[src/rtl/txc_pkg.sv]
package txc_pkg;

    typedef enum logic [2:0] {
        CMD_NONE    = 3'd0,
        CMD_COMMIT  = 3'd1,
        CMD_DISABLE = 3'd2,
        CMD_ENABLE  = 3'd3,
        CMD_LOCK    = 3'd4,
        CMD_UNLOCK  = 3'd5,
        CMD_IRQCLR  = 3'd6
    } host_cmd_e;

    typedef enum logic [1:0] {
        HS_IDLE   = 2'd0,
        HS_DIS    = 2'd1,
        HS_DISLCK = 2'd2,
        HS_LCK    = 2'd3
    } host_st_e;

    // host states in which a commit request is accepted
    function automatic logic commit_allowed(host_st_e st);
        return (st == HS_DIS) || (st == HS_DISLCK) || (st == HS_LCK);
    endfunction

    function automatic host_st_e next_host(host_st_e st, host_cmd_e cmd);
        host_st_e n;
        n = st;
        unique case (st)
            HS_IDLE:   if (cmd == CMD_DISABLE) n = HS_DIS;
                       else if (cmd == CMD_LOCK) n = HS_LCK;
            HS_DIS:    if (cmd == CMD_ENABLE) n = HS_IDLE;
                       else if (cmd == CMD_LOCK) n = HS_DISLCK;
            HS_LCK:    if (cmd == CMD_UNLOCK) n = HS_IDLE;
                       else if (cmd == CMD_DISABLE) n = HS_DISLCK;
            HS_DISLCK: if (cmd == CMD_UNLOCK) n = HS_DIS;
                       else if (cmd == CMD_ENABLE) n = HS_LCK;
            default:   n = HS_IDLE;
        endcase
        return n;
    endfunction

endpackage

[src/rtl/txc_host_fsm.sv]
module txc_host_fsm
    import txc_pkg::*;
(
    input  logic      clk,
    input  logic      rst,
    input  host_cmd_e cmd,
    input  logic      xfer_start,
    input  logic      xfer_active,
    output host_st_e  st
);
    host_st_e st_q;

    always_ff @(posedge clk) begin
        if (rst) begin
            st_q <= HS_IDLE;
        end else if (!xfer_start && !xfer_active) begin
            st_q <= next_host(st_q, cmd);
        end
    end

    assign st = st_q;

    // a starting transfer overrides any disable or lock in the same cycle
    assert_start_wins_R7: assert property (@(posedge clk) disable iff (rst)
        xfer_start |=> (st_q == $past(st_q)));

    assert_lock_path_R2: assert property (@(posedge clk) disable iff (rst)
        (st_q == HS_IDLE && cmd == CMD_LOCK && !xfer_start && !xfer_active)
        |=> (st_q == HS_LCK));

endmodule

[src/rtl/txc_tx_side.sv]
module txc_tx_side (
    input  logic clk,
    input  logic rst,
    input  logic slot_tx,
    input  logic slot_static,
    input  logic slot_dyn,
    input  logic tx_done,
    input  logic t_cmt,
    input  logic xfer_start,
    input  logic xfer_active,
    input  logic swap_done,
    output logic busy,
    output logic sent
);
    logic busy_q, sent_q;
    logic tx_go, slot_end;

    // message available beats slot assigned: a starting transfer blocks the send
    assign tx_go    = slot_tx && t_cmt && !xfer_start && !xfer_active;
    // transmission slot start has priority over plain slot starts
    assign slot_end = (slot_static || slot_dyn) && !slot_tx;

    always_ff @(posedge clk) begin
        if (rst) begin
            busy_q <= 1'b0;
            sent_q <= 1'b0;
        end else begin
            if (swap_done) begin
                sent_q <= 1'b0;
            end else if (busy_q && tx_done) begin
                sent_q <= 1'b1;
            end

            if (tx_go) begin
                busy_q <= 1'b1;
            end else if (busy_q && (tx_done || slot_end)) begin
                busy_q <= 1'b0;
            end
        end
    end

    assign busy = busy_q;
    assign sent = sent_q;

    assert_xfer_beats_slot_R8: assert property (@(posedge clk) disable iff (rst)
        (xfer_start && !busy_q) |=> !busy_q);

    assert_slot_prio_R9: assert property (@(posedge clk) disable iff (rst)
        (slot_tx && t_cmt && !xfer_start && !xfer_active) |=> busy_q);

    assert_done_marks_R10: assert property (@(posedge clk) disable iff (rst)
        (tx_done && busy_q && !slot_tx) |=> (!busy_q && sent_q));

endmodule

[src/rtl/txc_xfer_ctrl.sv]
module txc_xfer_ctrl
    import txc_pkg::*;
#(
    parameter int IDX_W      = 4,
    parameter int C_IDX_INIT = 2,
    parameter int T_IDX_INIT = 5
) (
    input  logic             clk,
    input  logic             rst,
    input  host_cmd_e        cmd,
    input  host_st_e         host_st,
    input  logic             mode_imm,
    input  logic             tx_busy,
    input  logic             t_sent,
    output logic             xfer_start,
    output logic             xfer_active,
    output logic             swap_done,
    output logic             c_cmt,
    output logic             c_irq,
    output logic             t_cmt,
    output logic [IDX_W-1:0] c_idx,
    output logic [IDX_W-1:0] t_idx
);
    localparam logic [IDX_W-1:0] C_RST = IDX_W'(C_IDX_INIT);
    localparam logic [IDX_W-1:0] T_RST = IDX_W'(T_IDX_INIT);

    typedef struct packed {
        logic [IDX_W-1:0] c_idx;
        logic [IDX_W-1:0] t_idx;
        logic             c_cmt;
        logic             c_irq;
        logic             t_cmt;
        logic             xfer;
    } pair_t;

    pair_t r_q, r_d;
    logic  mode_ok;

    assign mode_ok    = mode_imm || !r_q.t_cmt || t_sent;
    assign xfer_start = !r_q.xfer && (host_st == HS_IDLE) && r_q.c_cmt
                        && !tx_busy && mode_ok;
    assign swap_done  = r_q.xfer;

    always_comb begin
        r_d = r_q;
        if (r_q.xfer) begin
            r_d.c_idx = r_q.t_idx;
            r_d.t_idx = r_q.c_idx;
            r_d.c_cmt = 1'b0;
            r_d.c_irq = 1'b1;
            r_d.t_cmt = 1'b1;
            r_d.xfer  = 1'b0;
        end else begin
            if (xfer_start) begin
                r_d.xfer = 1'b1;
            end else if (cmd == CMD_COMMIT && commit_allowed(host_st)) begin
                r_d.c_cmt = 1'b1;
            end
            if (cmd == CMD_IRQCLR) begin
                r_d.c_irq = 1'b0;
            end
        end
    end

    always_ff @(posedge clk) begin
        if (rst) begin
            r_q <= '{c_idx: C_RST, t_idx: T_RST, c_cmt: 1'b0,
                     c_irq: 1'b0, t_cmt: 1'b0, xfer: 1'b0};
        end else begin
            r_q <= r_d;
        end
    end

    assign xfer_active = r_q.xfer;
    assign c_cmt       = r_q.c_cmt;
    assign c_irq       = r_q.c_irq;
    assign t_cmt       = r_q.t_cmt;
    assign c_idx       = r_q.c_idx;
    assign t_idx       = r_q.t_idx;

    assert_commit_gate_R1: assert property (@(posedge clk) disable iff (rst)
        $rose(r_q.c_cmt) |-> ($past(cmd) == CMD_COMMIT && $past(host_st) != HS_IDLE));

    assert_swap_R3: assert property (@(posedge clk) disable iff (rst)
        r_q.xfer |=> (r_q.c_idx == $past(r_q.t_idx) && r_q.t_idx == $past(r_q.c_idx)
                      && !r_q.xfer));

    assert_flags_R4: assert property (@(posedge clk) disable iff (rst)
        r_q.xfer |=> (!r_q.c_cmt && r_q.c_irq && r_q.t_cmt));

    assert_stream_wait_R5: assert property (@(posedge clk) disable iff (rst)
        (!r_q.xfer && r_q.t_cmt && !t_sent && !mode_imm) |=> !r_q.xfer);

    assert_never_while_busy_R6: assert property (@(posedge clk) disable iff (rst)
        tx_busy |=> !r_q.xfer);

    assert_irq_clear_R11: assert property (@(posedge clk) disable iff (rst)
        (cmd == CMD_IRQCLR && !r_q.xfer) |=> !r_q.c_irq);

endmodule

[src/rtl/tx_commit_ctrl.sv]
module tx_commit_ctrl
    import txc_pkg::*;
#(
    parameter int IDX_W      = 4,
    parameter int C_IDX_INIT = 2,
    parameter int T_IDX_INIT = 5
) (
    input  logic             clk,
    input  logic             rst,
    input  logic [2:0]       host_cmd,
    input  logic             mode_imm,
    input  logic             slot_tx,
    input  logic             slot_static,
    input  logic             slot_dyn,
    input  logic             tx_done,
    output logic [IDX_W-1:0] c_idx,
    output logic [IDX_W-1:0] t_idx,
    output logic             c_cmt,
    output logic             c_irq,
    output logic             t_cmt,
    output logic             t_sent,
    output logic [1:0]       host_st,
    output logic             xfer_busy,
    output logic             tx_busy
);
    host_cmd_e cmd;
    host_st_e  hst;
    logic      xfer_start, xfer_active, swap_done;

    assign cmd = host_cmd_e'(host_cmd);

    txc_host_fsm u_host (
        .clk        (clk),
        .rst        (rst),
        .cmd        (cmd),
        .xfer_start (xfer_start),
        .xfer_active(xfer_active),
        .st         (hst)
    );

    txc_xfer_ctrl #(
        .IDX_W     (IDX_W),
        .C_IDX_INIT(C_IDX_INIT),
        .T_IDX_INIT(T_IDX_INIT)
    ) u_xfer (
        .clk        (clk),
        .rst        (rst),
        .cmd        (cmd),
        .host_st    (hst),
        .mode_imm   (mode_imm),
        .tx_busy    (tx_busy),
        .t_sent     (t_sent),
        .xfer_start (xfer_start),
        .xfer_active(xfer_active),
        .swap_done  (swap_done),
        .c_cmt      (c_cmt),
        .c_irq      (c_irq),
        .t_cmt      (t_cmt),
        .c_idx      (c_idx),
        .t_idx      (t_idx)
    );

    txc_tx_side u_tx (
        .clk        (clk),
        .rst        (rst),
        .slot_tx    (slot_tx),
        .slot_static(slot_static),
        .slot_dyn   (slot_dyn),
        .tx_done    (tx_done),
        .t_cmt      (t_cmt),
        .xfer_start (xfer_start),
        .xfer_active(xfer_active),
        .swap_done  (swap_done),
        .busy       (tx_busy),
        .sent       (t_sent)
    );

    assign host_st   = hst;
    assign xfer_busy = xfer_active;

    assert_sent_cleared_R4: assert property (@(posedge clk) disable iff (rst)
        xfer_busy |=> !t_sent);

endmodule

[config.mk]
export PLATFORM = sky130hd
export DESIGN_NAME = tx_commit_ctrl
export DESIGN_NICKNAME = d
export VERILOG_FILES = /design/src/rtl/txc_pkg.sv /design/src/rtl/txc_host_fsm.sv /design/src/rtl/txc_tx_side.sv /design/src/rtl/txc_xfer_ctrl.sv /design/src/rtl/tx_commit_ctrl.sv
export SDC_FILE = /design/constraint.sdc
export NUM_CORES = 1
export LEC_CHECK = 0
export ABC_AREA = 1
export BUFFER_PORTS_ARGS = -buffer_cell sky130_fd_sc_hd__buf_2
export CORE_MARGIN = 1
export CORE_UTILIZATION = 45
export CTS_BUF_LIST = sky130_fd_sc_hd__clkbuf_4 sky130_fd_sc_hd__clkbuf_8
export DETAILED_ROUTE_END_ITERATION = 6
export GPL_TIMING_DRIVEN = 1
export HOLD_SLACK_MARGIN = 0.02
export PLACE_DENSITY = 0.82
export SLEW_MARGIN = 40
export SYNTH_ARGS = -nofsm -noshare
export SYNTH_HDL_FRONTEND = slang
export SYNTH_SLANG_ARGS = --single-unit
[constraint.sdc]
create_clock -name clk -period 2.2 [get_ports clk]
set_clock_uncertainty 0.15 [all_clocks]
set_input_delay 0.22 -clock clk [delete_from_list [all_inputs] [get_ports clk]]
set_output_delay 0.22 -clock clk [all_outputs]
set_load 0.02 [all_outputs]
Word level (Yosys, flattened, before mapping) --
Cells that the tools add are included.
Storage, ports and cells: bits in registers 16, input bits 10, output and inout port bits 16, logic and storage cells 66
Cells by class: equal/unequal tests 13, multiplexer cells 14, bitwise operators 1, reduce and logical (&&, ||, !) cells 29
Operators with widths (count):
- $mux W2 | 8
- $logic_and A1 B1 Y1 | 12
- $ne A3 B1 Y1 const B | 4
- $eq A3 B3 Y1 const B | 3
- $pmux W2 S4 | 1
- $eq A3 B2 Y1 const B | 2
- $logic_or A1 B1 Y1 | 6
- $logic_not A1 Y1 | 5
- $mux W1 | 5
- $reduce_and A5 Y1 | 1
- $eq A2 B2 Y1 const B | 2
- $reduce_bool A2 Y1 | 2
- $eq A3 B1 Y1 const B | 1
- $eq A2 B1 Y1 const B | 1
- $logic_not A2 Y1 | 1
- $reduce_and A2 Y1 | 1
- $reduce_or A2 Y1 | 1
- $not A1 Y1 | 1

Longest topological paths before layout --
depth after elaboration 9, depth in mapped cells 8, gate-level depth less buffers 8

Hierarchy --
Synthesis repeated with hierarchy kept, for this count alone.
Unflattened totals: cells, all modules 116, area total of the unflattened synthesis 773.2 um2
By module, submodules not included:
- txc_xfer_ctrl | times used 1, cells each 62, area each 474.2 um2, seq. area each 240.2 um2
- txc_host_fsm | times used 1, cells each 38, area each 188.9 um2, seq. area each 40.0 um2
- txc_tx_side | times used 1, cells each 16, area each 110.1 um2, seq. area each 40.0 um2

Worst setup path after synthesis --
No wires, ideal clock.
kind reg2reg, start reg u_host.st_q[1] (netlist: u_host.st[1]), end reg u_host.st_q[0] (netlist: u_host.st[0]), setup time 116 ps, data arrival time 1071 ps, data required time 1934 ps, slack 864 ps, cell stages (with the launch flop) 8, path buffers 0, clock period less this slack 1336 ps, path through dfxtp_1 -> nor2_1 -> nand3_1 -> nand2_1 -> nor2_2 -> nand3_1 -> nand2_1 -> nor2_1
Between the ends: cells in the longest elaborated chain, start to end 8, elaborated cells between the ends (all ways) 16, classes of those cells eq/ne: 7; mux: 1; reduce/logical: 8
RTL lines:
- start, declared | RTL line txc_host_fsm.sv:11 | host_st_e st_q;
- start signal, assigned | RTL line txc_host_fsm.sv:17 | st_q <= next_host(st_q, cmd);
- $logic_not A2 Y1 | RTL line txc_pkg.sv:28, txc_xfer_ctrl.sv:40
- $logic_and A1 B1 Y1 (2 in series) | RTL line txc_xfer_ctrl.sv:40 | assign xfer_start = !r_q.xfer && (host_st == HS_IDLE) && r_q.c_cmt
- $logic_and A1 B1 Y1 (2 in series) | RTL line txc_xfer_ctrl.sv:41 | && !tx_busy && mode_ok;
- $logic_not A1 Y1 | RTL line txc_host_fsm.sv:16 | end else if (!xfer_start && !xfer_active) begin
- $logic_and A1 B1 Y1 | RTL line txc_host_fsm.sv:16
- $reduce_and A5 Y1 (no source line)
Several ways; a longest one is shown, not always the timed one. A chain may end at the register's enable or synchronous reset.

Worst setup path in the final report --
start reg u_xfer.r_q (netlist bit u_xfer.swap_done), end reg u_host.st_q[1] (netlist: u_host.st[1])
Between the ends: cells in the longest elaborated chain, start to end 8
RTL lines:
- start, declared | RTL line txc_xfer_ctrl.sv:36 | pair_t r_q, r_d;
- start signal, assigned | RTL line txc_xfer_ctrl.sv:67 | r_q <= '{c_idx: C_RST, t_idx: T_RST, c_cmt: 1'b0,
- start signal, assigned | RTL line txc_xfer_ctrl.sv:70 | r_q <= r_d;
- $logic_not A1 Y1 * | RTL line txc_host_fsm.sv:16, txc_xfer_ctrl.sv:40
- $logic_and A1 B1 Y1 (2 in series) | RTL line txc_xfer_ctrl.sv:40
- $logic_and A1 B1 Y1 (2 in series) | RTL line txc_xfer_ctrl.sv:41
- $logic_not A1 Y1 | RTL line txc_host_fsm.sv:16
- $logic_and A1 B1 Y1 * | RTL line txc_host_fsm.sv:16
- $reduce_and A5 Y1 (no source line) *
Every way passes the cells marked *; elsewhere a longest branch is shown, timed or not.

==> results.cfg <==
[status]
status = completed

[sta]
relSlewSlack_pct = 74.8
setup_repair_after_global_routing_missed_its_margin = false
max_slew.worst_pin.slew_ns = 0.377
fin_hold_ws_ns = 0.0729
finalHoldViolations = 0
final_min_period_over_clock_period_pct = 66.3
fin_crit_ns = 1.46
setup_viol_count_final = 0
finalSetupTns_ns = 0
fmax_ghz = 0.685
slew_viol_final = 0

[run]
cap_violations = 0

[final_layout]
nets = 138
num-fill-cells = 144
final_common_cell = buf_2
antenna_cells_inserted = 0
area_growth_syn_to_layout_pct = 26.5
most-common-layout-cells = buf_2 (25), nor2_1 (17), dfxtp_1 (16)
post_layout_nonfiller_instances = 142
share_of_post_route_cells_with_drive_strength_above_1_pct = 29.9
design_area_final_um2 = 885

[floorplanning]
chipHeight_um = 41.4
num_rows = 13
overall_die_area_um2 = 1720
placeableCoreArea_um2 = 1370
initial_utilization_pct = 51.2
die_x_um = 41.4
design.portCount = 26

[placed_design]
dpl-instance-area_um2 = 838
placement.io_buffers = 25
place.detailed.instances = 137
gpl.final_weighted_congestion = 0.809
detailedPlacementHpwl_um = 1110

[yosys]
mappedNetlistArea_um2 = 699
postSynthNetCount = 108
post_synth.cell_area_avg_um2 = 7.14
synth_sequential_area_ratio_pct = 45.8
synth.ff_latch_count = 16
yosysUniqueCellTypes = 18
gate_count_post_synth = 98
ys.warnings.count = 0

[power_and_ir_drop]
total_leakage_power_nw = 0.469
vdd_ir_drop_max_mv = 0.487
p_per_area_nw_per_um2 = 926

[critical_path]
worst-setup-path-type = reg -> reg
worst-endpoint-required_ns = 2.24
critical_path_data_arrival_time_ns = 1.50
worst_setup_path_start_kind = flop
crit_path_max_fanout = 13
critPathCaptureType = flop

[global_route]
first_global_vias = 645
grt_overflow = 0
wire_length_of_the_first_global_routing_pass_um = 2630
antenna_found_initial = 0
track_usage_pct = 18.7
grt_max_degree = 14

[drt]
wl_per_cell_um = 10.7
num_vias = 731
drc_errors = 0
ant_nets = 0
initialDrtViolationCount = 11
detail_route.wirelength_um = 1520
routed_via_density = 5.15
iteration_count_of_the_initial_detailed_routing_pass = 4

[min_path]
hp-class = in -> reg

[clock_tree]
numCtsBuffers = 3
cts.root.buffer_cell = clkbuf_4
clockBufferDepth = 2
cts_post_setup_buffers_inserted = 0
clk_transition_reported_paths_ns = 0.09
count_of_instances_resized_after_the_clock_tree_is_built = 0
postCtsHoldBufs = 1
clk_sink_count = 16
cts_tree = done
clk_latency_worst_skew_pair_ns = 0.29
ctsHtreeMaxLevel = 1
==> Yosys cell counts <==
| cell | instances | area share [%] |
|---|---|---|
| nor2_1 | 17 | 9.1 |
| dfxtp_1 | 16 | 46 |
| nand2_1 | 15 | 8.0 |
| nand3_1 | 14 | 10 |
| inv_1 | 9 | 4.8 |
| a21oi_1 | 6 | 4.3 |
| o21ai_0 | 5 | 3.6 |
| nor2_2 | 4 | 3.6 |
| inv_2 | 3 | 1.6 |
| buf_2 | 1 | 0.71 |
| nand3_2 | 1 | 1.4 |
| nor3_1 | 1 | 0.71 |
| nor3_2 | 1 | 1.4 |
| nor4_1 | 1 | 0.90 |
| o211ai_1 | 1 | 1.1 |
| o21a_1 | 1 | 1.1 |
| o21ai_1 | 1 | 0.71 |
| o31ai_1 | 1 | 1.1 |
==> layer usage <==
layer	up-vias	track usage, %	part of all wire, %	wire [um]
met5	-	0	0	0
met4	0	6.45	1.3	19
met3	2	3.04	3.4	52
met2	15	32.2	51	769
met1	331	23.5	45	679
li1	383	-	-	-
==> stage by stage <==
stage                     util (%)  worst slack (ns)  total power, mW
final                         64.7             0.740            0.820
after global routing          64.7             0.619            0.877
after CTS                     64.7             0.721            0.830
after detailed placement      61.4             0.764            0.633
after global placement        61.4             0.828            0.623
after floorplan                  -             0.864            0.560
==> critical path, cell delays in order, from the launching register on <==
cell	delay, ns
dfxtp_1	0.56
nor2_1	0.11
nand3_2	0.10
nor2_2	0.04
nor2_2	0.17
nand3_1	0.12
nand2_1	0.07
nor2_1	0.03
==> cell type report <==
class | instances | area, um2 | area share [%]
multi-input cells | 69 | 329 | 37.2
clock buffers | 4 | 36.3 | 4.10
flip-flops and latches | 16 | 320 | 36.2
inverters | 12 | 45.0 | 5.09
repair buffers | 26 | 135 | 15.3
well taps | 15 | 18.8 | 2.12
==> final timing paths <==
| path | startpoint | endpoint | slack, ns | cells after the start |
|---|---|---|---|---|
| max | u_xfer.swap_done | u_host.st[1] | 0.74 | 7 |
| min | slot_tx | u_tx.busy | 0.07 | 3 |
| max reg2reg | u_xfer.swap_done | u_host.st[1] | 0.74 | 7 |
| min reg2reg | u_xfer.c_irq | u_xfer.c_irq | 0.33 | 2 |
==> where the power goes <==
group	switching, mW	internal [mW]	total [mW]
registers	0.0413	0.320	0.361
logic	0.164	0.101	0.265
clock network	0.0924	0.101	0.193
==> kinds of logic after synthesis <==
group	after synthesis	synth area share, %
flip-flops	16	45.8
buffers and inverters	13	7.15
AND/OR/NAND/NOR	54	35.2
AO/OA/AOI/OAI	15	11.8
==> state kept, by name, summed over array words and instances (netlist names) <==
name / count
u_host.st: 2
u_tx.busy: 1
u_tx.sent: 1
u_xfer.c_cmt: 1
u_xfer.c_idx: 4
u_xfer.c_irq: 1
u_xfer.swap_done: 1
u_xfer.t_cmt: 1
u_xfer.t_idx: 4
No activity file was read; power rests on OpenSTA's default activity.
